### config.mk
export PLATFORM = sky130hd
export DESIGN_NAME = dual_dac_ctrl
export DESIGN_NICKNAME = d
export VERILOG_FILES = /design/src/rtl/dac_ctrl_pkg.sv /design/src/rtl/dac_sync.sv /design/src/rtl/dac_shifter.sv /design/src/rtl/dac_chan.sv /design/src/rtl/dual_dac_ctrl.sv
export SDC_FILE = /design/constraint.sdc
export NUM_CORES = 1
export LEC_CHECK = 0
export CORE_MARGIN = 2
export CORE_UTILIZATION = 57
export CTS_BUF_LIST = sky130_fd_sc_hd__clkbuf_4 sky130_fd_sc_hd__clkbuf_8
export DETAILED_ROUTE_END_ITERATION = 8
export PLACE_DENSITY = 0.78
export SLEW_MARGIN = 10
export SYNTH_ARGS = -nofsm -noshare
export SYNTH_HDL_FRONTEND = slang
export SYNTH_SLANG_ARGS = --single-unit
### constraint.sdc
create_clock -name clk -period 2.17 [get_ports clk]
set_input_delay 0.434 -clock clk [delete_from_list [all_inputs] [get_ports clk]]
set_output_delay 0.434 -clock clk [all_outputs]
set_load 0.03 [all_outputs]
### src/rtl/dac_ctrl_pkg.sv
package dac_ctrl_pkg;

  localparam int ADDR_W = 2;

  typedef struct packed {
    logic load_b;
    logic load_a;
  } chan_sel_t;

  // Address {A1,A0}: A0 targets channel A, A1 targets channel B.
  function automatic chan_sel_t decode_addr(input logic [ADDR_W-1:0] addr);
    chan_sel_t s;
    s.load_a = addr[0];
    s.load_b = addr[1];
    return s;
  endfunction

  // Preset word: zero, or only the top bit of a w-bit code set.
  function automatic logic [31:0] preset_word(input logic mid, input int w);
    return mid ? (32'd1 << (w - 1)) : 32'd0;
  endfunction

endpackage

### src/rtl/dac_sync.sv
module dac_sync #(
  parameter int         W       = 1,
  parameter logic [W-1:0] RST_VAL = '0
) (
  input  logic         clk,
  input  logic         rst_n,
  input  logic [W-1:0] d,
  output logic [W-1:0] q
);
  for (genvar i = 0; i < W; i++) begin : g_bit
    logic s1, s2;
    always_ff @(posedge clk) begin
      if (!rst_n) begin
        s1 <= RST_VAL[i];
        s2 <= RST_VAL[i];
      end else begin
        s1 <= d[i];
        s2 <= s1;
      end
    end
    assign q[i] = s2;
  end
endmodule

### src/rtl/dac_shifter.sv
module dac_shifter
  import dac_ctrl_pkg::*;
#(
  parameter int CODE_W = 16
) (
  input  logic              clk,
  input  logic              rst_n,
  input  logic              sclk_q,
  input  logic              sdi_q,
  input  logic              sel_q,
  output logic              shift_en,
  output logic              commit,
  output logic [ADDR_W-1:0] cmt_addr,
  output logic [CODE_W-1:0] cmt_data,
  output logic [CODE_W+ADDR_W-1:0] sr_o,
  output logic              full_cnt,
  output logic              short_frame
);
  localparam int FRAME_W = CODE_W + ADDR_W;
  localparam int CNT_W   = $clog2(FRAME_W + 1);
  localparam logic [CNT_W-1:0] CNT_MAX = CNT_W'(FRAME_W);

  logic               sclk_d, sel_d;
  logic [FRAME_W-1:0] sr;
  logic [CNT_W-1:0]   cnt;

  assign shift_en = sclk_q & ~sclk_d & ~sel_q;
  assign commit   = sel_q & ~sel_d;
  assign cmt_addr = sr[FRAME_W-1 -: ADDR_W];
  assign cmt_data = sr[CODE_W-1:0];
  assign sr_o     = sr;
  assign full_cnt = (cnt == CNT_MAX);

  always_ff @(posedge clk) begin
    if (!rst_n) begin
      sclk_d      <= 1'b0;
      sel_d       <= 1'b1;
      sr          <= '0;
      cnt         <= '0;
      short_frame <= 1'b0;
    end else begin
      sclk_d <= sclk_q;
      sel_d  <= sel_q;
      if (shift_en) begin
        sr <= {sr[FRAME_W-2:0], sdi_q};
        if (cnt != CNT_MAX) cnt <= cnt + 1'b1;
      end
      if (commit) begin
        short_frame <= ~full_cnt;
        cnt         <= '0;
      end else if (sel_q) begin
        cnt <= '0;
      end
    end
  end
endmodule

### src/rtl/dac_chan.sv
module dac_chan
  import dac_ctrl_pkg::*;
#(
  parameter int CODE_W = 16
) (
  input  logic              clk,
  input  logic              rst_n,
  input  logic              strap_mid,
  input  logic              clr_act,
  input  logic              mid_q,
  input  logic              load,
  input  logic [CODE_W-1:0] data,
  input  logic              ld_act,
  output logic [CODE_W-1:0] in_q,
  output logic [CODE_W-1:0] out_q
);
  logic [CODE_W-1:0] in_d;

  always_comb begin
    in_d = in_q;
    if (load) in_d = data;
  end

  always_ff @(posedge clk) begin
    if (!rst_n) begin
      in_q  <= CODE_W'(preset_word(strap_mid, CODE_W));
      out_q <= CODE_W'(preset_word(strap_mid, CODE_W));
    end else if (clr_act) begin
      in_q  <= CODE_W'(preset_word(mid_q, CODE_W));
      out_q <= CODE_W'(preset_word(mid_q, CODE_W));
    end else begin
      in_q <= in_d;
      if (ld_act) out_q <= in_d;
    end
  end
endmodule

### src/rtl/dual_dac_ctrl.sv
module dual_dac_ctrl
  import dac_ctrl_pkg::*;
#(
  parameter int CODE_W = 16
) (
  input  logic              clk,
  input  logic              rst_n,
  input  logic              sclk,
  input  logic              sdi,
  input  logic              sel_n,
  input  logic              ld_n,
  input  logic              clr_n,
  input  logic              preset_mid,
  output logic [CODE_W-1:0] code_a,
  output logic [CODE_W-1:0] code_b,
  output logic              short_frame
);
  localparam int FRAME_W = CODE_W + ADDR_W;
  localparam int N_CH    = 2;

  logic sclk_q, sdi_q, sel_q, ld_q, clr_q, mid_q;

  dac_sync #(.W(6), .RST_VAL(6'b001110)) u_sync (
    .clk   (clk),
    .rst_n (rst_n),
    .d     ({sclk, sdi, sel_n, ld_n, clr_n, preset_mid}),
    .q     ({sclk_q, sdi_q, sel_q, ld_q, clr_q, mid_q})
  );

  // Named internal events for the checker.
  logic               shift_en, commit, full_cnt;
  logic [ADDR_W-1:0]  cmt_addr;
  logic [CODE_W-1:0]  cmt_data;
  logic [FRAME_W-1:0] sr_q;
  logic               clr_act, ld_act;
  chan_sel_t          csel;
  logic [N_CH-1:0]    load_vec;
  logic [CODE_W-1:0]  in_regs  [N_CH];
  logic [CODE_W-1:0]  out_regs [N_CH];

  assign clr_act  = ~clr_q;
  assign ld_act   = ~ld_q;
  assign csel     = decode_addr(cmt_addr);
  assign load_vec = {csel.load_b, csel.load_a} & {N_CH{commit}};

  dac_shifter #(.CODE_W(CODE_W)) u_shift (
    .clk         (clk),
    .rst_n       (rst_n),
    .sclk_q      (sclk_q),
    .sdi_q       (sdi_q),
    .sel_q       (sel_q),
    .shift_en    (shift_en),
    .commit      (commit),
    .cmt_addr    (cmt_addr),
    .cmt_data    (cmt_data),
    .sr_o        (sr_q),
    .full_cnt    (full_cnt),
    .short_frame (short_frame)
  );

  for (genvar c = 0; c < N_CH; c++) begin : g_ch
    dac_chan #(.CODE_W(CODE_W)) u_ch (
      .clk       (clk),
      .rst_n     (rst_n),
      .strap_mid (preset_mid),
      .clr_act   (clr_act),
      .mid_q     (mid_q),
      .load      (load_vec[c]),
      .data      (cmt_data),
      .ld_act    (ld_act),
      .in_q      (in_regs[c]),
      .out_q     (out_regs[c])
    );
  end

  assign code_a = out_regs[0];
  assign code_b = out_regs[1];
endmodule

==> flow_summary.ini, run 1 <==
[grt]
grt_max_degree = 21
track_usage_pct = 20.7
number_of_antenna_violations_at_the_first_check_in_global_routing = 0
final_global_route_overflow_total = 0
via_count_of_the_first_global_routing_pass = 2168
grt_pass1_wl_um = 10200

[yosys]
synth_compound_area_share_pct = 9.59
yosys_warnings = 0
yosys_most_used_dff = sky130_fd_sc_hd__dfxtp_1
synthesis.instances = 320
synth-seq-area-share_pct = 69.6
synth_register_bits = 102
synth_nets = 330
syn-cell-area_um2 = 3390
synth-edff-count = 32
yosys.area_share.xor_xnor_pct = 0
async_flop_share_pct = 0
post_synth_num_cell_types = 26
yosys.area_share.adder_pct = 0.737
synthMuxAreaShare_pct = 0
yosys.area_share.simple_pct = 17.7
syn_avg_cell_area_um2 = 10.6
largest_family_of_logic_cells_by_synthesized_area = simple AND/OR/NAND/NOR gates

[worst_setup_path]
crit_family = buffers and inverters
critPathRequiredTime_ps = 1740
crit_path_start_kind = register
critical_path_buf_inv_count = 1
worst_path_slowest_cell = sky130_fd_sc_hd__clkdlybuf4s50_1
path_max_fanout = 1
crit_path_max_incr_delay_ps = 690
worstPathCellList = clkdlybuf4s50_1
worstSetupEndpointType = output port
critPathKind = register to output port
arrival_ps = 1380

[power_and_ir_drop]
sw_frac_of_total_pct = 21.2
static-leakage-power_uw = 0.00139
power.ir.vdd_worst_uv = 610
comb_power_share_pct = 6.6
internal_cell_power_uw = 2710
p_switching_uw = 729
seq_power_share_pct = 59.1
power.clock.fraction_pct = 34.3
power_per_cell_area_nw_per_um2 = 841

[clock_network]
clock_insertion_delay_worst_skew_ps = 350
cts_resized = 0
cts_tree = built
tritoncts.num_buffers = 9
numClockSinks = 102
clockRootBuffer = sky130_fd_sc_hd__clkbuf_8
clk_transition_reported_paths_ps = 80
htree_num_levels = 3
cts.repair_timing.setup_buffer_count = 0
cts_max_path_buffers = 2
cts-hold-fix-buffers = 0

[floorplanning]
placement_rows = 28
initial_core_util_pct = 58.0
i_o_pins = 41
die-area_um2 = 6590
die_w_um = 81.2
core_um2 = 5850
floorplan.die.height_um = 81.2

[status]
outcome = finished clean

[placed_design]
detailedPlacementHpwl_um = 4090
dpl_cell_area_um2 = 3880
port_buffers = 40
globalplace.congestion = 0.755

[drt]
drt-pass1-iter-count = 4
route.vias.total = 2293
routed_wire_length_um = 6090
drcViolationCount = 0
drtIter0Drc = 235
avgRoutedWirePerCell_um = 13.8
final_antenna_net_count = 0
drt-vias-per-instance = 5.18

[sta]
fin_setup_tns_ps = 0
tightest_slew_ps = 741
grt_setup_unrepaired = false
final_max_slew_viol_count = 0
timing.final.crit_share_pct = 83.8
setup_viol = 0
final_period_minus_worst_setup_slack_ps = 1820
clock-skew-final_ps = 7.94
finalHoldViolations = 0
maxSlewHeadroom_pct = 49.9
maxClockFrequency_mhz = 550

[cells_and_area]
finalNetCount = 373
fillers = 417
area_added_between_synthesis_and_finish_pct = 20.5
finalInstanceArea_um2 = 4090
ratio_of_cells_with_drive_above_1_in_the_final_layout_pct = 7.07
diodes = 0

[min_path]
hold_class = register to register

[flow_run]
drv.max_cap_violation_count = 0
[cells in the final DEF (no fill, tap or decap)]
cell type | netlist | final
sky130_fd_sc_hd__clkbuf_8 | 0 | 10
sky130_fd_sc_hd__nand2b_1 | 7 | 7
sky130_fd_sc_hd__nand3_1 | 2 | 2
sky130_fd_sc_hd__and3b_1 | 2 | 2
sky130_fd_sc_hd__and2_1 | 7 | 7
sky130_fd_sc_hd__nand3b_1 | 2 | 2
sky130_fd_sc_hd__dfxtp_1 | 70 | 70
sky130_fd_sc_hd__nor2_1 | 1 | 1
sky130_fd_sc_hd__nor4bb_1 | 1 | 1
sky130_fd_sc_hd__nor2b_1 | 1 | 1
sky130_fd_sc_hd__edfxtp_1 | 32 | 32
sky130_fd_sc_hd__ha_1 | 2 | 2
sky130_fd_sc_hd__or3b_1 | 1 | 1
sky130_fd_sc_hd__nor3b_2 | 1 | 1
sky130_fd_sc_hd__clkbuf_4 | 0 | 3
sky130_fd_sc_hd__inv_1 | 2 | 2
sky130_fd_sc_hd__clkdlybuf4s50_1 | 0 | 40
sky130_fd_sc_hd__nand2_1 | 103 | 103
sky130_fd_sc_hd__o21a_1 | 1 | 1
sky130_fd_sc_hd__buf_4 | 0 | 9
sky130_fd_sc_hd__a31oi_1 | 2 | 2
sky130_fd_sc_hd__nand4bb_1 | 1 | 1
sky130_fd_sc_hd__o21ai_0 | 4 | 4
sky130_fd_sc_hd__or3_1 | 5 | 5
sky130_fd_sc_hd__a21oi_1 | 54 | 54
sky130_fd_sc_hd__a21boi_0 | 1 | 1
sky130_fd_sc_hd__clkinvlp_4 | 0 | 2
sky130_fd_sc_hd__a211oi_1 | 1 | 1
sky130_fd_sc_hd__bufinv_16 | 0 | 1
[registers in the layout (all words and copies together), names as in the netlist]
signal and flops:
u_shift.sclk_d 1, g_ch.u_ch.out_q 32, g_ch.u_ch.in_q 32, u_shift.sel_d 1, u_sync.g_bit.s1 6, u_shift.cnt 5
u_sync.g_bit.s2 6, u_shift.sr_o 18, u_shift.short_frame 1
[power groups by stage]
stage	registers [µW]	clock network [µW]	logic, µW
after global placement	2080	0	225
final	2030	1180	226
after detailed placement	2080	0	227
after CTS	2030	1210	228
after global routing	2040	1300	240
after floorplan	2150	0	50.0
[layout make-up]
cell class / count / area [µm²] / area share, %
Sequential cell: 102 / 2360 / 57.8
Multi-Input combinational cell: 199 / 951 / 23.3
Timing Repair Buffer: 49 / 468 / 11.4
Clock buffer: 13 / 160 / 3.92
Tap cell: 75 / 93.8 / 2.30
Clock inverter: 3 / 45.0 / 1.10
Inverter: 2 / 7.51 / 0.184
[synth_stat cells, types with 2 or more instances]
library cell,instances,area [µm²]
sky130_fd_sc_hd__and3b_1,2,17.5
sky130_fd_sc_hd__a21oi_1,54,270
sky130_fd_sc_hd__dfxtp_1,70,1400
sky130_fd_sc_hd__nand2b_1,7,43.8
sky130_fd_sc_hd__edfxtp_1,32,961
sky130_fd_sc_hd__and2_1,7,43.8
sky130_fd_sc_hd__o21ai_0,4,20.0
sky130_fd_sc_hd__nand3_1,2,10.0
sky130_fd_sc_hd__clkbuf_1,15,56.3
sky130_fd_sc_hd__inv_1,2,7.51
sky130_fd_sc_hd__nand2_1,103,387
sky130_fd_sc_hd__ha_1,2,25.0
sky130_fd_sc_hd__nand3b_1,2,15.0
sky130_fd_sc_hd__or3_1,5,31.3
sky130_fd_sc_hd__a31oi_1,2,12.5
[per-layer routing]
layer	GRT usage (%)	wire (µm)	vias to the layer above	share of wire [%]
li1	-	-	1154	-
met1	28.7	2750	1069	45
met2	32.1	2960	62	49
met3	5.33	304	8	5.0
met4	6.95	86	0	1.4
met5	0	0	-	0
[per-stage QoR]
step | hold slack [ps] | std cells | power [µW] | utilization (%) | setup slack (ps)
after global routing | 441 | 443 | 3580 | 69.9 | 305
final | 417 | 443 | 3440 | 69.9 | 352
after global placement | 390 | 427 | 2300 | 66.4 | 443
after floorplan | 386 | 320 | 2200 | - | 184
after CTS | 422 | 443 | 3470 | 69.9 | 339
after detailed placement | 403 | 427 | 2310 | 66.4 | 405
[path summary, 6_finish.rpt]
check,startpoint,end,slack [ps],cells after the start
worst max register to register,u_sync.g_bit[3].s2$_SDFF_PN1_,g_ch[1].u_ch.out_q[15]$_DFFE_PP_,490,3
worst min-delay path,u_sync.g_bit[3].s1$_SDFF_PN1_,u_sync.g_bit[3].s2$_SDFF_PN1_,420,1
worst max-delay path,g_ch[1].u_ch.out_q[12]$_DFFE_PP_,code_b[12],350,1
worst min register to register,u_sync.g_bit[3].s1$_SDFF_PN1_,u_sync.g_bit[3].s2$_SDFF_PN1_,420,1
[logic make-up (layout without fill, tap and decap cells)]
group,Yosys count,in the layout
compound gates,63,63
fa+ha+maj,2,2
buf+inv,19,67
flops,102,102
simple gates,134,134
Note: power is estimated with default switching activity, not from simulation.
==> inputs of run 2 (changes only) <==
==> constraint.sdc (replaced) <==
create_clock -name clk -period 1.8 [get_ports clk]
set_input_delay 0.36 -clock clk [delete_from_list [all_inputs] [get_ports clk]]
set_output_delay 0.36 -clock clk [all_outputs]
set_load 0.03 [all_outputs]
==> flow_summary.ini, run 2 (synthesis results as in run 1) <==
[status]
outcome = finished clean

[cells_and_area]
multi_input_comb_area_um2 = 956
diodes = 0
final_cell_mix = 103 x sky130_fd_sc_hd__nand2_1, 70 x sky130_fd_sc_hd__dfxtp_1, 54 x sky130_fd_sc_hd__a21oi_1
area_added_between_synthesis_and_finish_pct = 24.5
ratio_of_cells_with_drive_above_1_in_the_final_layout_pct = 8.82
finalInstanceArea_um2 = 4220
final_common_cell = sky130_fd_sc_hd__nand2_1
fillers = 406
finalNetCount = 379
layout.area.seq_um2 = 2360

[worst_setup_path]
worst_reg2reg_setup_slack_ps = 310
arrival_ps = 1370
crit_family = buffers and inverters
worstSetupEndpointType = output port
critical_path_buf_inv_count = 1
worst_path_slowest_cell = sky130_fd_sc_hd__clkdlybuf4s50_1
worstPathCellList = clkdlybuf4s50_1
crit_path_start_kind = register
critPathKind = register to output port
path_max_fanout = 1
crit_path_max_incr_delay_ps = 670
critPathRequiredTime_ps = 1440

[floorplanning]
die-area_um2 = 6590
i_o_pins = 41
placement_rows = 28
die_w_um = 81.2
floorplan.die.height_um = 81.2
initial_core_util_pct = 58.0
core_um2 = 5850

[placed_design]
detailedPlacementHpwl_um = 4000
port_buffers = 40
globalplace.congestion = 0.743
dpl_cell_area_um2 = 3970

[drt]
drcViolationCount = 0
avgRoutedWirePerCell_um = 13.6
routed_wire_length_um = 6110
final_antenna_net_count = 0
drt-pass1-iter-count = 4
drt-vias-per-instance = 5.19
drtIter0Drc = 143
route.vias.total = 2330

[power_and_ir_drop]
static-leakage-power_uw = 0.00147
power.ir.vdd_worst_uv = 779
power_per_cell_area_nw_per_um2 = 1050

[clock_network]
tritoncts.num_buffers = 9
htree_num_levels = 3
clockRootBuffer = sky130_fd_sc_hd__clkbuf_8
cts.repair_timing.setup_buffer_count = 0
cts-hold-fix-buffers = 0
cts_tree = built
clk_transition_reported_paths_ps = 90
clock_insertion_delay_worst_skew_ps = 350
numClockSinks = 102
cts_max_path_buffers = 2

[sta]
hold-worst-slack_ps = 414
maxSlewHeadroom_pct = 78.8
tightest_slew_ps = 317
clock-skew-final_ps = 6.84
final_max_slew_viol_count = 0
fin_setup_tns_ps = 0
finalHoldViolations = 0
setup_viol = 0
final_period_minus_worst_setup_slack_ps = 1730
timing.final.crit_share_pct = 96.3
grt_setup_unrepaired = false
maxClockFrequency_mhz = 577

[grt]
number_of_antenna_violations_at_the_first_check_in_global_routing = 0
via_count_of_the_first_global_routing_pass = 2177
track_usage_pct = 20.7
final_global_route_overflow_total = 0
grt_max_degree = 20
grt_pass1_wl_um = 10100

[min_path]
hold_class = register to register

[flow_run]
drv.max_cap_violation_count = 0
==> run 2: cell count changes in the layout (fill, tap and decap cells not counted), moves of 2 or more <==
cell / delta
sky130_fd_sc_hd__bufinv_16: +2
sky130_fd_sc_hd__buf_4: +3
sky130_fd_sc_hd__clkbuf_4: -2
sky130_fd_sc_hd__buf_12: +3
==> run 2: path summary, 6_finish.rpt <==
| check | from | endpoint | depth (start not counted) |
|---|---|---|---|
| worst min-delay path | u_sync.g_bit[1].s1$_SDFF_PN1_ | u_sync.g_bit[1].s2$_SDFF_PN1_ | 1 |
| worst max-delay path | g_ch[1].u_ch.out_q[4]$_DFFE_PP_ | code_b[4] | 1 |
| worst min register to register | u_sync.g_bit[1].s1$_SDFF_PN1_ | u_sync.g_bit[1].s2$_SDFF_PN1_ | 1 |
| worst max register to register | u_sync.g_bit[3].s2$_SDFF_PN1_ | u_shift.cnt[3]$_SDFFE_PP0P_ | 3 |
==> run 2: what timing repair did <==
action                                  CTS  global route
hold endpoints to repair                  0             0
resized for setup                         0             1
endpoints found under the setup margin    0             1
==> run 2: final cells by class <==
cell class                 instances  area share (%)
clock inverter                     5            2.52
sequential                       102            55.9
clock buffer                      11            3.44
tap                               75            2.22
multi-input combinational        199            22.6
inverter                           2           0.178
timing repair buffer              55            13.1
==> run 2: per-stage QoR <==
step / util, % / setup WS [ps] / std cells / power (µW)
6_report: 72.2 / 66.0 / 449 / 4430
5_1_grt: 72.2 / 2.39 / 449 / 4580
3_5_place_dp: 67.9 / 91.9 / 433 / 2780
4_1_cts: 72.2 / 47.3 / 449 / 4450
3_3_place_gp: 67.9 / 151 / 433 / 2780
2_1_floorplan: - / 276 / 320 / 2650
==> run 2: power breakdown <==
part	total, µW	internal, µW	switching [µW]
clock network	1700	979	723
logic	278	113	165
registers	2450	2430	21.5
total	4430	3520	910
==> run 2: metal layers <==
metal | vias up | global-route usage (%) | share of wire [%]
li1 | 1167 | - | -
met1 | 1086 | 27.8 | 46
met2 | 65 | 31.9 | 47
met3 | 12 | 4.11 | 4.2
met4 | 0 | 11.0 | 2.0
met5 | - | 0 | 0
